## src/rtl/disp_shadow_irq.sv

```systemverilog
module disp_shadow_irq #(
  parameter int NUM_LAYERS = 2,
  parameter int DW = 32,
  localparam int AW = $clog2(NUM_LAYERS + 4)
) (
  input  logic                     clk,
  input  logic                     rst_n,
  input  logic                     reg_wr,
  input  logic [AW-1:0]            reg_addr,
  input  logic [DW-1:0]            reg_wdata,
  output logic [DW-1:0]            reg_rdata,
  input  logic                     pix_req,
  input  logic                     fifo_empty,
  input  logic                     line_hit,
  input  logic                     bus_err,
  input  logic                     vblank,
  output logic [NUM_LAYERS*DW-1:0] active_base,
  output logic                     irq
);
  localparam logic [AW-1:0] A_CTRL = AW'(0);
  localparam logic [AW-1:0] A_IEN  = AW'(1);
  localparam logic [AW-1:0] A_STAT = AW'(2);
  localparam logic [AW-1:0] A_CLR  = AW'(3);

  logic          pend;
  logic [3:0]    en, status, ev, clr;
  logic          commit, arm;
  logic [DW-1:0] shadow [NUM_LAYERS];
  logic [DW-1:0] active [NUM_LAYERS];

  assign commit = vblank & pend;
  assign arm    = reg_wr && reg_addr == A_CTRL && reg_wdata[0];
  assign ev     = {bus_err, commit, line_hit, pix_req & fifo_empty};
  assign clr    = (reg_wr && reg_addr == A_CLR) ? reg_wdata[3:0] : 4'b0;

  always_ff @(posedge clk) begin
    if (!rst_n) begin
      pend   <= 1'b0;
      en     <= '0;
      status <= '0;
      irq    <= 1'b0;
    end else begin
      pend   <= (pend & ~vblank) | arm;
      if (reg_wr && reg_addr == A_IEN) en <= reg_wdata[3:0];
      status <= (status & ~clr) | ev;
      irq    <= |(status & en);
    end
  end

  for (genvar i = 0; i < NUM_LAYERS; i++) begin : g_layer
    localparam logic [AW-1:0] A_SH = AW'(4 + i);
    always_ff @(posedge clk) begin
      if (!rst_n) begin
        shadow[i] <= '0;
        active[i] <= '0;
      end else begin
        if (reg_wr && reg_addr == A_SH) shadow[i] <= reg_wdata;
        if (commit) active[i] <= shadow[i];
      end
    end
    assign active_base[i*DW +: DW] = active[i];

    a_r2_hold_active: assert property (@(posedge clk) disable iff (!rst_n)
      !commit |=> $stable(active[i]));
    a_r3_commit_copy: assert property (@(posedge clk) disable iff (!rst_n)
      commit |=> active[i] == $past(shadow[i]));
  end

  always_comb begin
    reg_rdata = '0;
    case (reg_addr)
      A_CTRL:  reg_rdata[0]   = pend;
      A_IEN:   reg_rdata[3:0] = en;
      A_STAT:  reg_rdata[3:0] = status;
      default: ;
    endcase
    for (int i = 0; i < NUM_LAYERS; i++)
      if (reg_addr == AW'(4 + i)) reg_rdata = shadow[i];
  end

  a_r4_self_clear: assert property (@(posedge clk) disable iff (!rst_n)
    commit && !arm |=> !pend);
  a_r5_done_flag: assert property (@(posedge clk) disable iff (!rst_n)
    commit |=> status[2]);
  a_r8_clear_works: assert property (@(posedge clk) disable iff (!rst_n)
    |(clr & ~ev) |=> (status & $past(clr & ~ev)) == 4'b0);
  a_r9_event_wins: assert property (@(posedge clk) disable iff (!rst_n)
    |(clr & ev) |=> (status & $past(clr & ev)) == $past(clr & ev));
  a_r10_irq_masked: assert property (@(posedge clk) disable iff (!rst_n)
    $past(en) == 4'b0 |-> !irq);
endmodule

```

## config.mk

```make
export PLATFORM = sky130hd
export DESIGN_NAME = disp_shadow_irq
export DESIGN_NICKNAME = d
export VERILOG_FILES = /design/src/rtl/disp_shadow_irq.sv
export SDC_FILE = /design/constraint.sdc
export NUM_CORES = 1
export LEC_CHECK = 0
export BUFFER_PORTS_ARGS = -buffer_cell sky130_fd_sc_hd__buf_4
export CAP_MARGIN = 15
export CORE_MARGIN = 2
export CORE_UTILIZATION = 38
export CTS_CLUSTER_SIZE = 24
export DETAILED_ROUTE_END_ITERATION = 10
export REMOVE_ABC_BUFFERS = 1
export SLEW_MARGIN = 20
export SYNTH_ARGS = -nofsm -noshare
export SYNTH_HDL_FRONTEND = slang
export SYNTH_SLANG_ARGS = --single-unit
```

## constraint.sdc

```tcl
create_clock -name clk -period 5 [get_ports clk]
set_input_delay 1.5 -clock clk [delete_from_list [all_inputs] [get_ports clk]]
set_output_delay 1.5 -clock clk [all_outputs]
set_load 0.1 [all_outputs]
```

==> results of run 1 <==
Yosys cell counts, drive strengths merged:
| cell type | count | area (µm²) |
|---|---|---|
| a21o | 1 | 7.51 |
| nor4b | 1 | 8.76 |
| inv | 4 | 15.0 |
| clkbuf | 13 | 60.1 |
| and3b | 1 | 8.76 |
| a311oi | 1 | 8.76 |
| and2 | 128 | 801 |
| dfxtp | 10 | 200 |
| a22o | 28 | 245 |
| o311ai | 1 | 8.76 |
| nand2 | 13 | 48.8 |
| a31oi | 3 | 18.8 |
| edfxtp | 128 | 3840 |
| mux2i | 5 | 50.1 |
| nand3 | 1 | 10.0 |
| o21ai | 5 | 25.0 |
| and4b | 2 | 20.0 |
| buf | 10 | 73.8 |
| and4bb | 1 | 12.5 |
| mux2 | 2 | 22.5 |
| a21oi | 4 | 20.0 |
| a31o | 1 | 8.76 |
| a22oi | 4 | 30.0 |
| nor2 | 6 | 22.5 |
| nor3 | 1 | 10.0 |
| nor2b | 3 | 18.8 |
| nor3b | 3 | 38.8 |
power groups by stage:
stage                     Sequential, mW  Combinational [mW]  Clock (mW)
after floorplan                     1.52               0.153           0
after global placement              1.37               0.416           0
after detailed placement            1.37               0.418           0
after CTS                           1.35               0.419        1.24
after global routing                1.35               0.430        1.29
final                               1.35               0.415        1.22
sequential cells by signal, summed over array words and instances, names as in the netlist:
signal and count:
irq 1, status 4, active 64, en 4, pend 1, shadow 64
kinds of logic (layout without fill, tap and decap cells):
group,Yosys count,in the layout
DFF,138,138
muxes,7,7
and+or+nand+nor,160,160
AOI/OAI and AO/OA,48,48
buffers and inverters,27,183
per-stage QoR:
| step | area (µm²) | total power [mW] | util | worst slack, ps | hold slack (ps) |
|---|---|---|---|---|---|
| CTS | 7430 | 3.01 | 0.511 | 811 | 545 |
| floorplan | 5500 | 1.67 | - | -1570 | 478 |
| global route | 7450 | 3.07 | 0.513 | 729 | 566 |
| global placement | 6860 | 1.78 | 0.472 | 820 | 517 |
| detailed placement | 6860 | 1.79 | 0.472 | 817 | 523 |
| finish | 7450 | 2.98 | 0.513 | 804 | 544 |
cell type report:
cell class,instances,area [µm²],share of cell area
Multi-Input combinational cell,215,1470,0.197
Clock buffer,23,448,0.0601
Clock inverter,9,123,0.0164
Tap cell,184,230,0.0309
Timing Repair Buffer,147,1120,0.151
Inverter,4,15.0,0.00201
Sequential cell,138,4040,0.542
worst min path at each step:
stage / from / end / slack (ps) / cells after the start
detailed placement: status[2] / status[2] / 520 / 1
CTS: status[2] / status[2] / 550 / 1
finish: shadow[0][25] / active[0][25] / 540 / 1
floorplan: en[1] / en[1] / 480 / 2
global placement: en[1] / en[1] / 520 / 2
global route: shadow[1][22] / active[1][22] / 570 / 1
routing by layer:
| metal | up-vias | part of all wire | GRT usage |
|---|---|---|---|
| met4 | 0 | 0.016 | 0.0621 |
| met1 | 1674 | 0.43 | 0.190 |
| met2 | 108 | 0.49 | 0.251 |
| met3 | 16 | 0.058 | 0.0412 |
| li1 | 1657 | - | - |
| met5 | - | 0 | 0 |
==> qor.csv, run 1 <==
stage,metric,value,unit
clock_tree,hold_buffers,0,
critical_path,crit_chain,buf_4 > nor3b_2 > buf_4 > a22o_1 > buf_4,
sta,finalMaxSlewViolations,0,
sta,setup_viol,0,
route,drc_errors,0,
route,drt_pass1_iterations,5,
layout,antennaDiodeCount,0,
floorplan,die_h,126,µm
synthesis,syn_area,0.00564,mm²
pwr,sw_frac_of_total,0.267,
clock_tree,cts_tree,built,
sta,hold_violations,0,
pwr,switchingPower,0.796,mW
critical_path,critPathKind,in2out,
synthesis,avgSynthCellArea,14.8,µm²
synthesis,syn_inst,380,
pwr,combPwrFrac,0.139,
floorplan,coreArea,0.0145,mm²
critical_path,crit_end,reg_rdata[5],
critical_path,cp-end-kind,output port,
critical_path,crit_slowest_cell,buf_4,
critical_path,reg2reg_depth,3,
route,drt_iter0_markers,173,
floorplan,ioPinCount,140,
critical_path,crit_family,buffers and inverters,
critical_path,path_depth,5,
grt,antenna_found_initial,0,
sta,fin_setup_tns,0,ps
place,hpwl,7550,µm
synthesis,synth-compound-area-share,0.0661,
synthesis,synth_xor_area_frac,0,
layout,drive_gt1_frac,0.345,
synthesis,synth_top_family_by_area,simple AND/OR/NAND/NOR gates,
sta,fin_skew,9.39,ps
synthesis,synth.distinct_cells,33,
place,dp.cells,687,
grt,gr-total-overflow,0,
grt,grt_first_pass_wirelength,18200,µm
floorplan,dieArea,0.0158,mm²
sta,period_minus_slack,4200,ps
place,gp_congestion,0.822,
clock_tree,path_clk_slew,50,ps
sta,fmax,238,MHz
synthesis,synthAdderAreaFrac,0,
critical_path,startpoint,reg_addr[2],
sta,slew_headroom,0.420,
place,port_buffers,139,
critical_path,r2r_start,pend,
pwr,p_seq_frac,0.451,
floorplan,start_util,0.388,
sta,rsz0062_at_grt,false,
pwr,ir_drop,0.196,mV
clock_tree,cts_resized,0,
layout,fin_nets,566,
clock_tree,cts_buffers,17,
floorplan,die_x,126,µm
clock_tree,ctsLongestPathBuffers,2,
pwr,powerDensity,400,mW/mm²
critical_path,crit_top_cell,buf_4,
pwr,power.leakage,3.01,nW
critical_path,crit_buf_inv,3,
synthesis,synthMuxAreaShare,0.0129,
pwr,p_int,2.19,mW
clock_tree,htreeDepth,4,
clock_tree,insertion_delay,410,ps
layout,post_layout_nonfiller_instances,720,
route,vias_per_cell,4.80,
pwr,clockPowerShare,0.410,
synthesis,seq_area_frac_synth,0.717,
critical_path,crit_arrival,2700,ps
critical_path,reg2reg_to,active[0][2],
clock_tree,clock_sinks,138,
critical_path,cp.required,3500,ps
sta,worst_pin_slew,867,ps
grt,track_usage,0.152,
route,vias,3455,
layout,area_growth,32.2,%
grt,grt_max_degree,66,
run,max_cap_violations,0,
grt,grt_pass1_vias,3445,
route,antenna_left,0,
sta,finalCritPeriodShare,0.839,
floorplan,rows,44,
synthesis,synth_simple_gate_area_share,0.177,
route,drt-total-wl,11800,µm
layout,layout_commonest_cell,buf_4,
layout,n_fill_cell,1234,
outcome,status,finished clean,
hold_path,hold_path_class,reg2reg,
clock_tree,post_cts_buffers,0,
route,wire_per_inst,16.4,µm
clock_tree,cts-root-buf,clkbuf_16,
critical_path,cp-start-kind,input port,
synthesis,ys_warn_count,0,
layout,most-common-layout-cells,"146 x buf_4, 128 x and2_1, 128 x edfxtp_1",
critical_path,crit_fanout,17,
critical_path,reg2reg_setup_slack,3020,ps
critical_path,slowest_delay,300,ps
synthesis,ys_ff_latch,138,
(Power assumes the default switching activity.)
==> inputs of run 2 (changes only) <==
==> constraint.sdc (replaced) <==
create_clock -name clk -period 3.5 [get_ports clk]
set_input_delay 1.05 -clock clk [delete_from_list [all_inputs] [get_ports clk]]
set_output_delay 1.05 -clock clk [all_outputs]
set_load 0.1 [all_outputs]
==> qor.csv, run 2 (synthesis results as in run 1) <==
stage,metric,value,unit
clock_tree,clock_sinks,138,
place,dpl_worst_slack,213,ps
grt,antenna_found_initial,0,
run,max_cap_violations,0,
route,drt_pass1_iterations,4,
clock_tree,hold_buffers,0,
sta,worst_pin_slew,575,ps
critical_path,cp-start-kind,input port,
route,vias_per_cell,4.80,
layout,antennaDiodeCount,0,
sta,slew_headroom,0.615,
route,vias,3469,
route,wire_per_inst,16.3,µm
place,port_buffers,139,
pwr,switchingPower,1.15,mW
clock_tree,insertion_delay,410,ps
sta,finalMaxSlewViolations,0,
route,drc_errors,0,
pwr,powerDensity,562,mW/mm²
place,hpwl,7730,µm
floorplan,ioPinCount,140,
pwr,sw_frac_of_total,0.274,
layout,fin_nets,569,
critical_path,critPathKind,in2out,
sta,setup_viol,0,
layout,most-common-layout-cells,"147 x buf_4, 128 x and2_1, 128 x edfxtp_1",
place,gp_congestion,0.832,
pwr,p_int,3.05,mW
outcome,status,finished clean,
critical_path,crit_fanout,30,
clock_tree,htreeDepth,4,
route,drt_iter0_markers,166,
clock_tree,ctsLongestPathBuffers,2,
grt,grt_first_pass_wirelength,18300,µm
clock_tree,path_clk_slew,60,ps
floorplan,rows,44,
pwr,clockPowerShare,0.401,
critical_path,startpoint,reg_addr[1],
sta,worst_slack,203,ps
pwr,ir_drop,0.288,mV
route,drt-total-wl,11800,µm
layout,area_growth,32.8,%
sta,holdWs,538,ps
floorplan,coreArea,0.0145,mm²
sta,hold_violations,0,
hold_path,worstHoldStart,en[3],
sta,fin_skew,6.01,ps
critical_path,cp.required,2450,ps
grt,grt_max_degree,66,
clock_tree,post_cts_buffers,0,
floorplan,die_h,126,µm
sta,fin_setup_tns,0,ps
grt,gr-total-overflow,0,
pwr,p_seq_frac,0.456,
sta,finalCritPeriodShare,0.942,
floorplan,die_x,126,µm
layout,reg.largest.list,"active x64, shadow x64",
sta,period_minus_slack,3300,ps
layout,drive_gt1_frac,0.358,
critical_path,crit_arrival,2250,ps
pwr,combPwrFrac,0.143,
route,antenna_left,0,
grt,track_usage,0.153,
clock_tree,cts-root-buf,clkbuf_16,
grt,grt_pass1_vias,3510,
clock_tree,cts_tree,built,
floorplan,start_util,0.388,
pwr,power.leakage,3.02,nW
critical_path,cp-end-kind,output port,
hold_path,hold_path_class,reg2reg,
layout,layout_commonest_cell,buf_4,
clock_tree,cts_resized,0,
sta,fmax,303,MHz
critical_path,r2r_start,pend,
sta,rsz0062_at_grt,false,
clock_tree,cts_buffers,17,
floorplan,dieArea,0.0158,mm²
run 2: cell types whose count changed in the layout (fill, tap and decap cells not counted), sizes merged:
cell	before	now
buf	147	150
bufinv	3	2
clkinvlp	2	6
clkinv	4	5
clkbuf	23	19
run 2: critical path, stage by stage:
cell and delay [ps]:
buf_4 180, and3b_1 230, buf_12 170, nor2b_1 140, a21oi_1 150, buf_4 320
run 2: worst paths after layout:
kind / end / depth (start not counted) / slack, ps
max reg2reg: active[1][25] / 3 / 1800
min reg2reg: en[3] / 2 / 540
min: en[3] / 2 / 540
max: reg_rdata[1] / 6 / 200
run 2: cell type report:
class,count,area (µm²)
fill,1295,7050
sequential,138,4040
multi-input combinational,215,1470
timing repair buffer,150,1160
clock buffer,19,433
tap,184,230
clock inverter,13,129
inverter,4,15.0
run 2: routing by layer:
| metal | track usage | up-vias | wire, µm |
|---|---|---|---|
| li1 | - | 1661 | - |
| met1 | 0.188 | 1678 | 4930 |
| met2 | 0.261 | 110 | 6010 |
| met3 | 0.0395 | 20 | 614 |
| met4 | 0.0601 | 0 | 207 |
| met5 | 0 | - | 0 |
run 2: power groups by stage:
| stage | Clock [mW] | Combinational (mW) | Sequential, mW |
|---|---|---|---|
| after global placement | 0 | 0.605 | 1.95 |
| after global routing | 1.80 | 0.624 | 1.93 |
| after CTS | 1.72 | 0.609 | 1.92 |
| after floorplan | 0 | 0.218 | 2.17 |
| after detailed placement | 0 | 0.608 | 1.95 |
| final | 1.69 | 0.602 | 1.92 |
run 2: per-stage QoR:
stage / power (mW) / utilization / cell area (µm²) / std cells
2_1_floorplan: 2.38 / - / 5500 / 357
5_1_grt: 4.35 / 0.515 / 7490 / 723
3_5_place_dp: 2.56 / 0.476 / 6920 / 691
4_1_cts: 4.25 / 0.515 / 7490 / 723
6_report: 4.21 / 0.515 / 7490 / 723
3_3_place_gp: 2.56 / 0.476 / 6920 / 691
==> inputs of run 3 (changes only) <==
--- a/config.mk
+++ b/config.mk
@@ -11,6 +11,7 @@
 export CORE_UTILIZATION = 38
 export CTS_CLUSTER_SIZE = 24
 export DETAILED_ROUTE_END_ITERATION = 10
+export PLACE_DENSITY = 0.64
 export REMOVE_ABC_BUFFERS = 1
 export SLEW_MARGIN = 20
 export SYNTH_ARGS = -nofsm -noshare
==> qor.csv, run 3 (synthesis results as in run 1) <==
stage,metric,value,unit
outcome,status,finished clean,
sta,fin_skew,6.04,ps
pwr,p_seq_frac,0.426,
pwr,powerDensity,593,mW/mm²
run,max_cap_violations,0,
sta,finalMaxSlewViolations,0,
sta,slew_headroom,0.611,
grt,antenna_found_initial,0,
layout,layout_commonest_cell,buf_4,
layout,most-common-layout-cells,"145 x buf_4, 128 x and2_1, 128 x edfxtp_1",
pwr,ir_drop,0.318,mV
pwr,sw_frac_of_total,0.258,
sta,hold_violations,0,
route,drt_iter0_markers,150,
grt,grt_pass1_vias,3487,
pwr,combPwrFrac,0.134,
route,wire_per_inst,16.3,µm
route,drt_pass1_iterations,4,
place,dp.cells,691,
hold_path,worstHoldStart,status[2],
place,gp_congestion,0.863,
critical_path,reg2reg_depth,3,
grt,grt_max_degree,65,
route,highest_layer,met4,
sta,worst_pin_slew,582,ps
layout,fin_nets,569,
sta,worst_slack,155,ps
floorplan,die_h,126,µm
clock_tree,cts_buffers,17,
hold_path,hold_end,status[2],
pwr,switchingPower,1.16,mW
floorplan,die_x,126,µm
sta,finalCritPeriodShare,0.956,
route,vias,3454,
clock_tree,htreeDepth,4,
clock_tree,hold_buffers,0,
grt,gr-total-overflow,0,
sta,setup_viol,0,
critical_path,crit_arrival,2290,ps
route,drt-total-wl,11800,µm
route,met1Wirelength,4830,µm
floorplan,dieArea,0.0158,mm²
layout,antennaDiodeCount,0,
clock_tree,cts_resized,0,
clock_tree,ctsLongestPathBuffers,2,
clock_tree,clock_sinks,138,
critical_path,cp-end-kind,output port,
floorplan,ioPinCount,140,
place,dpl_worst_slack,158,ps
layout,post_layout_nonfiller_instances,723,
clock_tree,path_clk_slew,60,ps
critical_path,r2r_start,pend,
route,vias_per_cell,4.78,
hold_path,hold_path_class,reg2reg,
route,drc_errors,0,
floorplan,start_util,0.388,
critical_path,cp.required,2450,ps
sta,period_minus_slack,3340,ps
critical_path,crit_fanout,14,
clock_tree,post_cts_buffers,0,
place,hpwl,8030,µm
clock_tree,cts_tree,built,
layout,drive_gt1_frac,0.356,
sta,rsz0062_at_grt,false,
grt,track_usage,0.154,
critical_path,cp-start-kind,input port,
route,wl_met2,6100,µm
layout,area_growth,34.9,%
clock_tree,cts-root-buf,clkbuf_16,
layout,fin_util,0.523,
pwr,power.leakage,3.08,nW
pwr,clockPowerShare,0.440,
clock_tree,insertion_delay,410,ps
floorplan,rows,44,
pwr,p_int,3.35,mW
route,met3_length,649,µm
floorplan,coreArea,0.0145,mm²
hold_path,worstHoldPathCells,1,
route,antenna_left,0,
critical_path,reg2reg_setup_slack,1890,ps
layout,reg.largest.list,"active x64, shadow x64",
sta,fmax,299,MHz
grt,grt_first_pass_wirelength,18400,µm
sta,fin_setup_tns,0,ps
critical_path,reg2reg_to,active[0][2],
critical_path,critPathKind,in2out,
place,port_buffers,139,
==> run 3: metal layers <==
| metal | up-vias | GRT usage |
|---|---|---|
| met3 | 18 | 0.0408 |
| met2 | 109 | 0.257 |
| met4 | 0 | 0.0705 |
| li1 | 1667 | - |
| met5 | - | 0 |
| met1 | 1660 | 0.190 |
==> run 3: power groups by stage <==
stage	Clock [mW]	Combinational (mW)	Sequential, mW
after global routing	2.09	0.625	1.93
final	1.98	0.603	1.92
after global placement	0	0.605	1.95
after CTS	2.02	0.609	1.92
after floorplan	0	0.218	2.17
after detailed placement	0	0.609	1.96
==> run 3: how the worst max path moves through the flow <==
| stage | from | end | slack, ps | cells past startpoint |
|---|---|---|---|---|
| 5_1_grt | reg_addr[1] | reg_rdata[27] | 100 | 5 |
| 3_3_place_gp | reg_addr[1] | reg_rdata[27] | 180 | 5 |
| 2_1_floorplan | reg_addr[2] | reg_rdata[0] | -2170 | 2 |
| 6_report | reg_addr[1] | reg_rdata[27] | 160 | 5 |
| 3_5_place_dp | reg_addr[1] | reg_rdata[27] | 160 | 5 |
| 4_1_cts | reg_addr[1] | reg_rdata[27] | 150 | 5 |
==> run 3: critical path, cell delays in order <==
cell     delay (ps)
buf_4           170
and3b_1         330
buf_4           240
a22o_1          200
buf_4           300
==> run 3: stage by stage <==
stage	hold slack, ps	power (mW)	cell area [µm²]
CTS	520	4.55	7600
global placement	501	2.56	6950
floorplan	478	2.38	5500
finish	518	4.51	7600
detailed placement	509	2.57	6950
global route	537	4.64	7600
==> run 3: layout make-up <==
type / instances / area [µm²]
Inverter: 4 / 15.0
Fill cell: 1250 / 6930
Tap cell: 184 / 230
Multi-Input combinational cell: 215 / 1470
Timing Repair Buffer: 150 / 1190
Sequential cell: 138 / 4040
Clock inverter: 14 / 225
Clock buffer: 18 / 429
